[config.mk]
export PLATFORM = sky130hd
export DESIGN_NAME = dmach_irq_regs
export DESIGN_NICKNAME = d
export VERILOG_FILES = /design/src/rtl/dmach_irq_pkg.sv /design/src/rtl/irq_event_latch.sv /design/src/rtl/irq_enable_reg.sv /design/src/rtl/irq_read_mux.sv /design/src/rtl/dmach_irq_regs.sv
export SDC_FILE = /design/constraint.sdc
export NUM_CORES = 1
export LEC_CHECK = 0
export BUFFER_PORTS_ARGS = -buffer_cell sky130_fd_sc_hd__buf_2
export CAP_MARGIN = 30
export CORE_MARGIN = 5
export CORE_UTILIZATION = 45
export CTS_CLUSTER_SIZE = 20
export DETAILED_ROUTE_END_ITERATION = 6
export PLACE_DENSITY = 0.73
export SYNTH_ARGS = -nofsm -noshare
export SYNTH_HDL_FRONTEND = slang
export SYNTH_HIERARCHICAL = 1
export SYNTH_SLANG_ARGS = --single-unit
[constraint.sdc]
create_clock -name clk -period 3 [get_ports clk]
set_input_delay 0.15 -clock clk [delete_from_list [all_inputs] [get_ports clk]]
set_output_delay 0.15 -clock clk [all_outputs]
set_load 0.02 [all_outputs]
[src/rtl/dmach_irq_pkg.sv]
package dmach_irq_pkg;
  localparam int unsigned REG_W     = 32;
  localparam int unsigned BIT_DONE  = 1;
  localparam int unsigned BIT_ABORT = 13;
  localparam logic [REG_W-1:0] EVT_MASK =
    (REG_W'(1) << BIT_DONE) | (REG_W'(1) << BIT_ABORT);

  localparam logic [7:0] OFS_LIVE   = 8'h10;
  localparam logic [7:0] OFS_STICKY = 8'h14;
  localparam logic [7:0] OFS_ENABLE = 8'h18;
  localparam logic [7:0] OFS_DETECT = 8'h1C;

  typedef enum logic [2:0] {
    SEL_NONE, SEL_LIVE, SEL_STICKY, SEL_ENABLE, SEL_DETECT
  } reg_sel_e;

  // Abort also reports done.
  function automatic logic [REG_W-1:0] event_word(input logic done,
                                                  input logic abort);
    logic [REG_W-1:0] w;
    w = '0;
    w[BIT_DONE]  = done | abort;
    w[BIT_ABORT] = abort;
    return w;
  endfunction

  // Set has priority over clear.
  function automatic logic sticky_next(input logic q, input logic set,
                                       input logic clr);
    return set | (q & ~clr);
  endfunction
endpackage

[src/rtl/irq_event_latch.sv]
module irq_event_latch
  import dmach_irq_pkg::*;
#(
  parameter int unsigned W = REG_W,
  parameter logic [W-1:0] MASK = EVT_MASK
) (
  input  logic         clk,
  input  logic         rst_n,
  input  logic [W-1:0] set_i,
  input  logic [W-1:0] clr_i,
  output logic [W-1:0] q_o
);
  for (genvar b = 0; b < W; b++) begin : g_bit
    if (MASK[b]) begin : g_impl
      always_ff @(posedge clk or negedge rst_n) begin
        if (!rst_n) q_o[b] <= 1'b0;
        else        q_o[b] <= sticky_next(q_o[b], set_i[b], clr_i[b]);
      end
    end else begin : g_tie
      assign q_o[b] = 1'b0;
    end
  end
endmodule

[src/rtl/irq_enable_reg.sv]
module irq_enable_reg
  import dmach_irq_pkg::*;
#(
  parameter int unsigned W = REG_W,
  parameter logic [W-1:0] MASK = EVT_MASK
) (
  input  logic         clk,
  input  logic         rst_n,
  input  logic         we_i,
  input  logic [W-1:0] wdata_i,
  output logic [W-1:0] q_o
);
  always_ff @(posedge clk or negedge rst_n) begin
    if (!rst_n)    q_o <= '0;
    else if (we_i) q_o <= wdata_i & MASK;
  end
endmodule

[src/rtl/irq_read_mux.sv]
module irq_read_mux
  import dmach_irq_pkg::*;
#(
  parameter int unsigned W = REG_W
) (
  input  reg_sel_e     sel_i,
  input  logic [W-1:0] live_i,
  input  logic [W-1:0] sticky_i,
  input  logic [W-1:0] enable_i,
  input  logic [W-1:0] detect_i,
  output logic [W-1:0] rdata_o
);
  always_comb begin
    unique case (sel_i)
      SEL_LIVE:   rdata_o = live_i;
      SEL_STICKY: rdata_o = sticky_i;
      SEL_ENABLE: rdata_o = enable_i;
      SEL_DETECT: rdata_o = detect_i;
      default:    rdata_o = '0;
    endcase
  end
endmodule

[src/rtl/dmach_irq_regs.sv]
module dmach_irq_regs
  import dmach_irq_pkg::*;
#(
  parameter int unsigned ADDR_W = 8
) (
  input  logic              clk,
  input  logic              rst_n,
  input  logic [ADDR_W-1:0] reg_addr,
  input  logic              reg_wr,
  input  logic [REG_W-1:0]  reg_wdata,
  output logic [REG_W-1:0]  reg_rdata,
  input  logic              eng_done_pulse,
  input  logic              eng_abort_pulse,
  output logic              irq_o
);
  reg_sel_e         sel;
  logic [REG_W-1:0] live_word;
  logic [REG_W-1:0] sticky_word;
  logic [REG_W-1:0] enable_word;
  logic [REG_W-1:0] detect_word;
  logic [REG_W-1:0] clr_word;
  logic             wr_sticky;
  logic             wr_enable;
  logic             detect_any;
  logic             irq_q;

  always_comb begin
    if      (reg_addr == ADDR_W'(OFS_LIVE))   sel = SEL_LIVE;
    else if (reg_addr == ADDR_W'(OFS_STICKY)) sel = SEL_STICKY;
    else if (reg_addr == ADDR_W'(OFS_ENABLE)) sel = SEL_ENABLE;
    else if (reg_addr == ADDR_W'(OFS_DETECT)) sel = SEL_DETECT;
    else                                      sel = SEL_NONE;
  end

  assign wr_sticky   = reg_wr && (sel == SEL_STICKY);
  assign wr_enable   = reg_wr && (sel == SEL_ENABLE);
  assign live_word   = event_word(eng_done_pulse, eng_abort_pulse);
  assign clr_word    = wr_sticky ? (reg_wdata & EVT_MASK) : '0;
  assign detect_word = sticky_word & enable_word;
  assign detect_any  = |detect_word;

  irq_event_latch #(.W(REG_W), .MASK(EVT_MASK)) i_latch (
    .clk(clk), .rst_n(rst_n),
    .set_i(live_word), .clr_i(clr_word), .q_o(sticky_word)
  );

  irq_enable_reg #(.W(REG_W), .MASK(EVT_MASK)) i_enable (
    .clk(clk), .rst_n(rst_n),
    .we_i(wr_enable), .wdata_i(reg_wdata), .q_o(enable_word)
  );

  irq_read_mux #(.W(REG_W)) i_rmux (
    .sel_i(sel), .live_i(live_word), .sticky_i(sticky_word),
    .enable_i(enable_word), .detect_i(detect_word), .rdata_o(reg_rdata)
  );

  always_ff @(posedge clk or negedge rst_n) begin
    if (!rst_n) irq_q <= 1'b0;
    else        irq_q <= detect_any;
  end
  assign irq_o = irq_q;
endmodule

Yosys cells after proc, flatten, opt, wreduce, memory -nomap -nowiden
Cells that the tools add are included.
- bitwise logic cells: 8
- reduce and logical (&&, ||, !) cells: 3
- equal/unequal tests: 8
- multiplexer cells: 6
- operator list (cell ; count):
    $pmux 14 s4 ; 1
    $eq 8x5->1 const B ; 4
    $reduce_or 32->1 ; 1
    $and 14x14->14 ; 1
    $mux 14 ; 1
    $mux 3 ; 4
    $eq 3x2->1 const B ; 2
    $eq 3x1->1 const B ; 1
    $eq 3x3->1 const B ; 1
    $or 1x1->1 ; 3
    $and 1x1->1 ; 2
    $logic_and 1x1->1 ; 2
    $not 1->1 ; 2
- input port bits: 45
- output and inout port bits: 33
- register bits after elaboration: 5

Depth between registers and ports, before layout
Gate-level depths: netlist of run 1.
- depth in word-level cells: 11
- gate-level depth with buffers: 8

Hierarchy
Netlist of run 1, hierarchy kept.
- modules (own cells, without submodules) (module ; times used ; cells an instance ; sequential area each (um^2) ; area an instance (um^2)):
    irq_read_mux ; 1 ; 154 ; 0.0 ; 1471.4
    dmach_irq_regs ; 1 ; 61 ; 25.0 ; 407.9
    irq_enable_reg ; 1 ; 35 ; 50.0 ; 301.5
    irq_event_latch ; 1 ; 37 ; 50.0 ; 301.5

Least setup slack after synthesis of run 1
No wires, ideal clock.
- kind: reg-to-reg
- start point: register i_latch.q_o[13]
- end point: register irq_q (netlist: irq_o)
- stages on the path, launching flop included: 5
- clock period less this slack: 1758 ps
- buffers on the path: 0
- path slack: 1242 ps
- library setup time: 138 ps
- data required time: 2862 ps
- arrival time: 1619 ps
- cell sequence: dfrtp_1 -> and2_1 -> or2_2 -> or4_1 -> or4_1
- cells in the longest elaborated chain, start to end: 2
- ends and longest elaborated chain (item ; line ; source):
    from (decl) ; irq_event_latch.sv:11 ; output logic [W-1:0] q_o
    from (signal, indexed assignment) ; irq_event_latch.sv:17 ; else q_o[b] <= sticky_next(q_o[b], set_i[b], clr_i[b]);
    $and 14x14->14 ; dmach_irq_regs.sv:39 ; assign detect_word = sticky_word & enable_word;
    via detect_word[13] ; dmach_irq_regs.sv:20 ; logic [REG_W-1:0] detect_word;
    $reduce_or 32->1 ; dmach_irq_regs.sv:40 ; assign detect_any = |detect_word;
    via detect_any ; dmach_irq_regs.sv:24 ; logic detect_any;
    to (signal assigned) ; dmach_irq_regs.sv:59 ; else irq_q <= detect_any;
    to (decl) ; dmach_irq_regs.sv:25 ; logic irq_q;
The timed path passes the listed nets, and every way through them passes these cells.
A chain may end at the register's enable or synchronous reset.

Final worst setup path of run 1
- start point: input reg_addr[7]
- end point: output reg_rdata[1]
- elaborated cells between the ends (all ways): 13
- those cells by class: 8 x eq/ne; 5 x mux
- RTL lines (item ; line ; source):
    from (decl) ; dmach_irq_regs.sv:8 ; input logic [ADDR_W-1:0] reg_addr,
    $eq 8x5->1 ; dmach_irq_regs.sv:30 ; else if (reg_addr == ADDR_W'(OFS_ENABLE)) sel = SEL_ENABLE;
    $mux 3 ; dmach_irq_regs.sv:30 ;
    $mux 3 ; dmach_irq_regs.sv:29 ; else if (reg_addr == ADDR_W'(OFS_STICKY)) sel = SEL_STICKY;
    $mux 3 (*) ; dmach_irq_regs.sv:28 ; if (reg_addr == ADDR_W'(OFS_LIVE)) sel = SEL_LIVE;
    via sel[0] ; dmach_irq_regs.sv:16 ; reg_sel_e sel;
    $eq 3x3->1, or another cell as far along ; irq_read_mux.sv:14 ; unique case (sel_i)
    $pmux 14 s4 (*) ; irq_read_mux.sv:14 ;
    to (decl) ; dmach_irq_regs.sv:11 ; output logic [REG_W-1:0] reg_rdata,
Mark *: on every way through the listed nets, which the timed path passes. The rest lies on a longest branch.

==> results of run 1 <==
-- critical path, stage by stage --
cell      delay (ns)
buf_2           0.09
nor4_1          0.32
nand3b_1        0.20
nor2_1          0.13
buf_4           0.32
or2_1           0.23
buf_4           0.24
o221ai_2        0.12
buf_2           0.17
-- cell usage in the layout (no fill, tap or decap), drive strengths merged, types with 2 or more instances in the layout --
cell type / synthesis / routed
nand4bb: 32 / 32
inv: 4 / 4
or4: 9 / 9
nand2: 32 / 32
mux2i: 32 / 32
and2: 32 / 32
buf: 78 / 24
or2: 6 / 6
clkbuf: 6 / 4
o221ai: 32 / 32
conb: 3 / 90
a21o: 2 / 2
and3: 2 / 2
dfrtp: 5 / 5
mux2: 2 / 2
nor2: 4 / 4
-- power groups by stage --
stage          sequential (mW)  combinational [mW]  clock [mW]
2_1_floorplan           0.0706               0.143           0
3_5_place_dp            0.0710               0.101           0
6_report                0.0703               0.114       0.126
3_3_place_gp            0.0710               0.100           0
4_1_cts                 0.0703               0.102       0.126
5_1_grt                 0.0704               0.131       0.130
-- cell type report --
cell class / count / area, um2 / share of cell area, %
Multi-Input combinational cell: 281 / 2040 / 82.8
Sequential cell: 5 / 125 / 5.08
Tap cell: 72 / 90.1 / 3.66
Timing Repair Buffer: 25 / 148 / 6.00
Clock buffer: 4 / 45.0 / 1.83
Inverter: 4 / 15.0 / 0.610
-- per-stage QoR --
stage	hold WS (ns)	utilization [%]	instances	area, um2	setup slack, ns
2_1_floorplan	-0.146	-	374	2810	1.24
3_3_place_gp	-0.0311	44.2	386	2410	0.886
3_5_place_dp	-0.0312	44.2	386	2410	0.875
4_1_cts	0.138	45.2	391	2460	0.875
5_1_grt	0.142	45.2	391	2460	0.728
6_report	0.142	45.2	391	2460	0.862
-- logic make-up (layout without fill, tap and decap cells) --
| group | count (synthesis) | after routing | share of synthesized area (%) |
|---|---|---|---|
| multiplexers | 34 | 34 | 13.8 |
| flip-flops | 5 | 5 | 5.04 |
| AND/OR/NAND/NOR | 122 | 122 | 34.6 |
| XOR/XNOR | 1 | 1 | 0.353 |
| buffers and inverters | 88 | 33 | 26.3 |
| AO/OA/AOI/OAI | 34 | 34 | 19.5 |
| other | 3 | 90 | 0.454 |
-- worst paths after layout --
kind                                 start  slack, ns               to
setup / recovery               reg_addr[7]       0.86     reg_rdata[1]
setup reg to reg           i_latch/q_o[13]       1.09            irq_o
min in group asynchronous            rst_n       0.27   i_latch/q_o[1]
max in group asynchronous            rst_n       2.59  i_enable/q_o[1]
hold / removal             eng_abort_pulse       0.14  i_latch/q_o[13]
hold reg to reg             i_latch/q_o[1]       0.51   i_latch/q_o[1]
-- registers in the layout (all words and copies together), names as in the netlist --
name	cells
i_enable/q_o	2
irq_o	1
i_latch/q_o	2
-- repair_timing --
action,4_1_cts,5_1_grt
hold buffers,1,0
hold endpoints to repair,5,0
buffers inserted,0,0
-- layer usage --
metal / global-route usage (%) / routed length (um) / up-vias
met5: 0 / 0 / -
met4: 4.24 / 70 / 0
met3: 3.14 / 199 / 6
met2: 25.9 / 2600 / 32
met1: 17.3 / 2270 / 875
li1: - / - / 991
==> metrics.yaml, run 1 <==
dieArea_um2: 7100
num_antenna_cells: 0
yosys_register_bits: 5
antenna_found_initial: 0
worstSkewPairLatency_ns: 0.22
fin_skew_ns: 0.000337
cts_buffer_depth: 2
mappedNetlistArea_um2: 2480
yosys_warnings: 6
hold_violations: 0
ant_nets: 0
grt_setup_unrepaired: "no"
setup_viol: 0
initial_core_utilization_pct: 45.6
fin_crit_share_pct: 71.3
power.share.switching_pct: 33.5
tritoncts_clock_tree: "yes"
boundaryPins: 78
fillers: 531
clock_transition_at_the_registers_of_the_reported_paths_ns: 0.04
netSwitchingPower_mw: 0.104
report.final.slew_viol_count: 0
run_status: "complete, no violations"
drt-wirelength-per-cell_um: 13.1
netlist_instances: 287
totalPowerFinal_mw: 0.310
drt_first_pass_iters: 4
numClockSinks: 5
critPathMaxFanout: 35
place.detailed.hpwl_um: 3840
synth_cell_types: 27
vdd.ir_drop.worst_mv: 0.146
worst-slew-pin-transition_ns: 0.541
core_area_um2: 5440
crit_arrival_ns: 1.99
port-buffer-count: 17
grt_start_max_net_pins: 55
overall_routed_net_length_um: 5140
fmax_mhz: 468
p_leak_nw: 0.926
drc_errors: 0
h-tree-depth: 1
cts_resized: 0
floorplan.rows: 27
relSlewSlack_pct: 64.0
nNetsFinal: 365
worst_hold_path_type: "input pin to flop"
crit_type: "input pin to output port"
groute.usage.overall_pct: 14.5
timing.reg2reg.worst_path_depth: 4
avgViaCountPerCell: 4.87
synth_top_cells_by_area: "buf_4 20%, o221ai_2 18%, nand4bb_1 15%"
p_per_area_nw_per_um2: 126
synth_top_area_cell: "buf_4"
via_count: 1904
gr-total-overflow: 0
postSynth.topFlopCell: "dfrtp_1"
share_of_total_power_in_sequential_cells_pct: 22.7
async_flop_share_pct: 100
required_ns: 2.85
synth_sequential_area_ratio_pct: 5.04
internal_power_mw: 0.206
drv.max_cap_violation_count: 0
cts-root-buf: "clkbuf_8"
syn_area_per_cell_um2: 8.65
routabilityCongestion: 0.721
dieWidth_um: 84.3
post_route_cells_drive_above_1_share_pct: 21.3
synth.most_common_cell: "buf_4"
netlist_top_cells_count: "65 x buf_4, 32 x mux2i_1, 32 x nand2_1, 32 x nand4bb_1"
synth_top_area_share_pct: 19.7
hold_path_depth: 2
grt_pass1_wl_um: 8670
critPathCaptureType: "output port"
synth_edf_count: 0
p_comb_share_pct: 36.6
timing.setup.tns_ns: 0
cp_launch_type: "input pin"
fin_crit_ns: 2.14
cts-buffers-inserted: 3
signed_area_change_from_the_synthesized_netlist_to_the_final_layout_pct: -0.857
power.share.clock_pct: 40.7
chipHeight_um: 84.3
grt_pass1_vias: 1836
drtIter0Drc: 117
(Power assumes the default switching activity.)
==> inputs of run 2 (changes only) <==
Settings changed: ABC_AREA from default to 1, PLACE_DENSITY 0.73 to 0.74.
Clock period 3 ns to 1.95 ns, I/O delays scaled along.
==> metrics.yaml, run 2 <==
setup.worst_path.end: "reg_rdata[1]"
overall_routed_net_length_um: 6330
dieWidth_um: 88.3
detailedPlace.worstSlack_ns: 0.255
rrSetupSlack_ns: 0.94
synth_edf_count: 0
timing.setup.tns_ns: 0
place.detailed.hpwl_um: 4560
critPathCaptureType: "output port"
fin_crit_ns: 1.70
synth_top_area_share_pct: 21.9
avgViaCountPerCell: 4.65
worst_hold_path_type: "input pin to flop"
cp_launch_type: "input pin"
fmax_mhz: 588
worst_setup_path_startpoint: "reg_addr[1]"
drc_errors: 0
critPathMaxFanout: 7
num_antenna_cells: 0
cts_resized: 0
grt_setup_unrepaired: "no"
async_flop_share_pct: 100
signed_area_change_from_the_synthesized_netlist_to_the_final_layout_pct: -2.00
crit_arrival_ns: 1.60
groute.usage.overall_pct: 16.7
netlist_instances: 526
grt_start_max_net_pins: 91
fin_crit_share_pct: 87.2
ff_to_ff_end: "irq_o"
yosys_warnings: 6
post_route_cells_drive_above_1_share_pct: 7.80
p_per_area_nw_per_um2: 173
drt-wirelength-per-cell_um: 10.1
nNetsFinal: 597
mappedNetlistArea_um2: 2760
report.final.slew_viol_count: 0
maxUsedRoutingLayer: "met3"
h-tree-depth: 1
fin_skew_ns: 0.00837
vdd.ir_drop.worst_mv: 0.203
p_leak_nw: 1.89
clock_transition_at_the_registers_of_the_reported_paths_ns: 0.04
tritoncts_clock_tree: "yes"
synth_top_cells_by_area: "nand2_1 22%, nand4_1 22%, buf_4 18%"
via_count: 2911
required_ns: 1.85
grt_pass1_wl_um: 11100
boundaryPins: 78
yosys_register_bits: 5
cts-buffers-inserted: 3
gr-total-overflow: 0
met3WireLength_um: 407
setup_viol: 0
cts_buffer_depth: 2
finalWorstSetupSlack_ns: 0.249
crit_type: "input pin to output port"
dieArea_um2: 7800
relSlewSlack_pct: 44.1
synth_sequential_area_ratio_pct: 4.54
drtIter0Drc: 193
detailroute.wirelength.met2_um: 3010
drt_first_pass_iters: 5
synth_cell_types: 18
port-buffer-count: 17
core_area_um2: 5960
worst-slew-pin-transition_ns: 0.839
cts-root-buf: "clkbuf_8"
initial_core_utilization_pct: 46.3
final_common_cell: "nand2_1"
layout.cells.most_common_list: "161 x nand2_1, 107 x inv_1, 96 x nand4_1"
netlist_top_cells_count: "161 x nand2_1, 107 x inv_1, 96 x nand4_1"
ant_nets: 0
grt_pass1_vias: 2669
routabilityCongestion: 0.818
floorplan.rows: 28
postSynth.topFlopCell: "dfrtp_1"
run_status: "complete, no violations"
worstSkewPairLatency_ns: 0.23
antenna_found_initial: 0
timing.reg2reg.worst_path_depth: 6
numClockSinks: 5
hold_violations: 0
syn_area_per_cell_um2: 5.25
drv.max_cap_violation_count: 0
synth_top_area_cell: "nand2_1"
synth.most_common_cell: "nand2_1"
chipHeight_um: 88.3
startpoint_of_the_worst_slack_reg_to_reg_timing_path: "i_enable/q_o[1]"
wirelength_met1_um: 2910
run 2: cell types whose count changed after synthesis, sizes merged, moves of 9 or more:
cell / change
nand2: +129
inv: +106
nand4: +97
nand3: +33
and2: -32
mux2i: -32
nand4bb: -32
o221ai: -32
buf: +19
nor2: +10
or4: -9
run 2: per-layer routing:
layer | vias to the layer above | track usage, %
li1 | 1582 | -
met1 | 1265 | 20.3
met2 | 64 | 31.2
met3 | 0 | 3.91
met4 | 0 | 0.962
met5 | - | 0
run 2: how the worst min path moves through the flow:
stage                            start               end  slack [ns]  cells past startpoint
final                     reg_wdata[1]   i_enable/q_o[1]        0.09                      3
after global routing      reg_wdata[1]   i_enable/q_o[1]        0.11                      3
after CTS                 reg_wdata[1]   i_enable/q_o[1]        0.09                      3
after detailed placement         rst_n             irq_o       -0.07                      1
after global placement           rst_n             irq_o       -0.08                      1
after floorplan                  rst_n  i_enable/q_o[13]       -0.20                      0
run 2: logic make-up (layout without fill, tap and decap cells):
kind of cell           after synthesis  after routing  synth area share, %
AOI/OAI and AO/OA                    1              1                0.181
buffers and inverters              207            145                 41.8
DFF                                  5              5                 4.54
other                                3             90                0.408
and+or+nand+nor                    310            310                 53.1
run 2: critical path: stages:
cell	delay, ns
buf_2	0.10
nor2_1	0.12
nand4_2	0.24
nor3_2	0.51
inv_4	0.10
nand4_1	0.12
nand2_1	0.06
inv_1	0.04
nand2_1	0.06
buf_2	0.16
run 2: power breakdown:
group / total, mW / internal, mW / switching (mW)
registers: 0.108 / 0.106 / 0.00208
logic: 0.163 / 0.0460 / 0.117
clock network: 0.196 / 0.138 / 0.0580
total: 0.467 / 0.290 / 0.177
run 2: area by class of cell:
class / instances / area (um2)
timing repair buffer: 31 / 193
sequential: 5 / 125
inverter: 110 / 415
clock buffer: 3 / 41.3
tap: 75 / 93.8
clock inverter: 1 / 5.00
multi-input combinational: 401 / 1830
fill: 677 / 3250
run 2: what timing repair did:
| item | 4_1_cts | 5_1_grt |
|---|---|---|
| buffers inserted | 0 | 0 |
| endpoints found under the setup margin | 0 | 0 |
| hold buffers | 1 | 0 |
| hold endpoints to repair | 5 | 0 |
run 2: metrics by stage:
step | cells | power, mW | area (um2) | utilization [%] | hold WS (ns)
CTS | 626 | 0.456 | 2700 | 45.4 | 0.0867
detailed placement | 621 | 0.254 | 2650 | 44.5 | -0.0740
finish | 626 | 0.467 | 2700 | 45.4 | 0.0897
global placement | 621 | 0.252 | 2650 | 44.5 | -0.0770
floorplan | 613 | 0.315 | 3090 | - | -0.198
global route | 626 | 0.509 | 2700 | 45.4 | 0.109
==> inputs of run 3 (changes only) <==
Settings changed: CORE_UTILIZATION 45 to 28, PLACE_DENSITY 0.74 to 0.76, SYNTH_HIERARCHICAL 1 to default.
==> metrics.yaml, run 3 <==
run_status: "complete, no violations"
grt_pass1_wl_um: 1730
antenna_found_initial: 0
netlist_instances: 93
p_per_area_nw_per_um2: 509
fin_crit_ns: 1.24
yosys_warnings: 0
avgViaCountPerCell: 3.43
critPathCaptureType: "output port"
chipHeight_um: 56.6
critical_path.top_delay_family: "flip-flops"
crit_type: "flop to output port"
vdd.ir_drop.worst_mv: 0.235
place.detailed.hpwl_um: 970
synth_cell_types: 13
critPathMaxFanout: 3
syn_area_per_cell_um2: 6.53
worstSkewPairLatency_ns: 0.24
main_combinational_cell_family_by_area_after_synthesis: "buffers and inverters"
nNetsFinal: 159
ant_nets: 0
grt_setup_unrepaired: "no"
fin_skew_ns: 0.00362
layout.cells.most_common_list: "30 x conb_1, 22 x nand2_1, 17 x buf_2"
finalWorstSetupSlack_ns: 0.715
port-buffer-count: 17
cts_buffer_depth: 2
timing.critical_path.buf_inv: 2
floorplan.rows: 16
synth_top_cells_by_area: "buf_4 37%, dfrtp_1 21%, nand2_1 14%"
numClockSinks: 5
via_count: 480
core_area_um2: 2020
required_ns: 1.85
synth_sequential_area_ratio_pct: 20.6
fmax_mhz: 810
report.final.slew_viol_count: 0
routabilityCongestion: 0.765
p_leak_nw: 0.412
post_route_cells_drive_above_1_share_pct: 20.4
signed_area_change_from_the_synthesized_netlist_to_the_final_layout_pct: 4.54
fin_hold_ws_ns: 0.0895
fillers: 240
groute.usage.overall_pct: 6.97
detailedPlace.worstSlack_ns: 0.803
cpPeakStageDelay_ns: 0.37
clock_transition_at_the_registers_of_the_reported_paths_ns: 0.04
drtIter0Drc: 8
post_synth_fa_ha_maj_area_fraction_pct: 0
mappedNetlistArea_um2: 607
cts-root-buf: "clkbuf_4"
tritoncts_clock_tree: "yes"
crit_arrival_ns: 1.14
worst_path_most_repeated_cell: "nand2_1"
slowest_cell_on_the_critical_path: "dfrtp_1"
async_flop_share_pct: 100
synth_edf_count: 0
synth.most_common_cell: "buf_4"
drc_errors: 0
fin_crit_share_pct: 63.3
num_antenna_cells: 0
synth_top_area_cell: "buf_4"
synthMuxAreaShare_pct: 0
setup_viol: 0
hold_violations: 0
boundaryPins: 78
timing.setup.tns_ns: 0
drt-wirelength-per-cell_um: 7.64
dieArea_um2: 3200
grt_start_max_net_pins: 12
netlist_top_cells_count: "30 x buf_4, 22 x nand2_1, 15 x inv_1"
h-tree-depth: 1
cp_launch_type: "flop"
totalPowerFinal_mw: 0.323
post_synth_xor_area_fraction_pct: 0
number_of_standard_cells_in_the_layout_taps_in_and_fillers_out: 140
postSynth.topFlopCell: "dfrtp_1"
synth_compound_gate_area_share_pct: 1.65
instance_count_after_placement_with_tap_cells_included: 135
worst_hold_path_type: "input pin to flop"
cts-buffers-inserted: 3
yosys.area_share.simple_pct: 28.9
final_common_cell: "conb_1"
worstPathCellList: "nand2_1 -> nand3b_1 -> nand2_1 -> inv_1 -> nand2_1 -> buf_2"
yosys_register_bits: 5
cts_setup_buffers: 0
drv.max_cap_violation_count: 0
initial_core_utilization_pct: 30.0
synth_top_area_share_pct: 37.1
drt_first_pass_iters: 4
overall_routed_net_length_um: 1070
dieWidth_um: 56.6
grt_pass1_vias: 432
gr-total-overflow: 0
==> run 3: changes by cell type in the layout (fill, tap and decap cells not counted), moves of 9 or more <==
cell,before,now
nor2_1,12,3
nand2_1,161,22
nand4_1,96,2
nand3_1,33,7
inv_1,107,15
conb_1,90,30
buf_4,13,0
==> run 3: tightest hold or removal path, delay by kind of cell <==
family,cells,cell delay (ns)
AND/OR/NAND/NOR,1,0.05
buffers and inverters,2,0.14
==> run 3: timing repair <==
action | CTS | global route
hold buffers | 1 | 0
gates resized for setup | 0 | 0
endpoints found under the hold margin | 5 | 0
==> run 3: kinds of logic after synthesis <==
| family | count (synthesis) |
|---|---|
| buffers and inverters | 46 |
| AO/OA/AOI/OAI | 2 |
| AND/OR/NAND/NOR | 39 |
| flip-flops | 5 |
| other | 1 |
==> run 3: metal layers <==
metal	wire [um]	vias to the layer above	share of wire, %	track usage (%)
met1	372	190	35	6.85
met5	0	-	0	0
li1	-	258	-	-
met3	147	4	14	2.52
met2	524	28	49	11.4
met4	26	0	2.4	6.10
==> run 3: per-stage QoR <==
step / instance area, um2 / util (%)
after floorplan: 716 / -
after global placement: 598 / 29.6
after detailed placement: 598 / 29.6
after CTS: 634 / 31.4
after global routing: 634 / 31.4
final: 634 / 31.4
==> run 3: cell type report <==
| class | count | area, um2 | area share, % |
|---|---|---|---|
| sequential | 5 | 125 | 19.7 |
| timing repair buffer | 18 | 95.1 | 15.0 |
| tap | 27 | 33.8 | 5.33 |
| multi-input combinational | 71 | 298 | 46.9 |
| inverter | 15 | 56.3 | 8.88 |
| clock buffer | 4 | 26.3 | 4.14 |
==> run 3: power breakdown <==
group          switching [mW]  internal [mW]
Combinational          0.0752         0.0197
Sequential            0.00213          0.108
Clock                  0.0404         0.0772
==> run 3: final timing paths <==
kind	endpoint	cells past startpoint	slack (ns)	start
worst max-delay path	reg_rdata[13]	6	0.71	i_enable.q_o[13]
worst min-delay path	i_latch.q_o[13]	3	0.09	eng_abort_pulse
worst max register to register	irq_o	2	1.30	i_enable.q_o[13]
worst min register to register	i_latch.q_o[13]	2	0.49	i_latch.q_o[13]
max in group asynchronous	i_latch.q_o[13]	2	1.63	rst_n
min in group asynchronous	i_enable.q_o[1]	2	0.19	rst_n
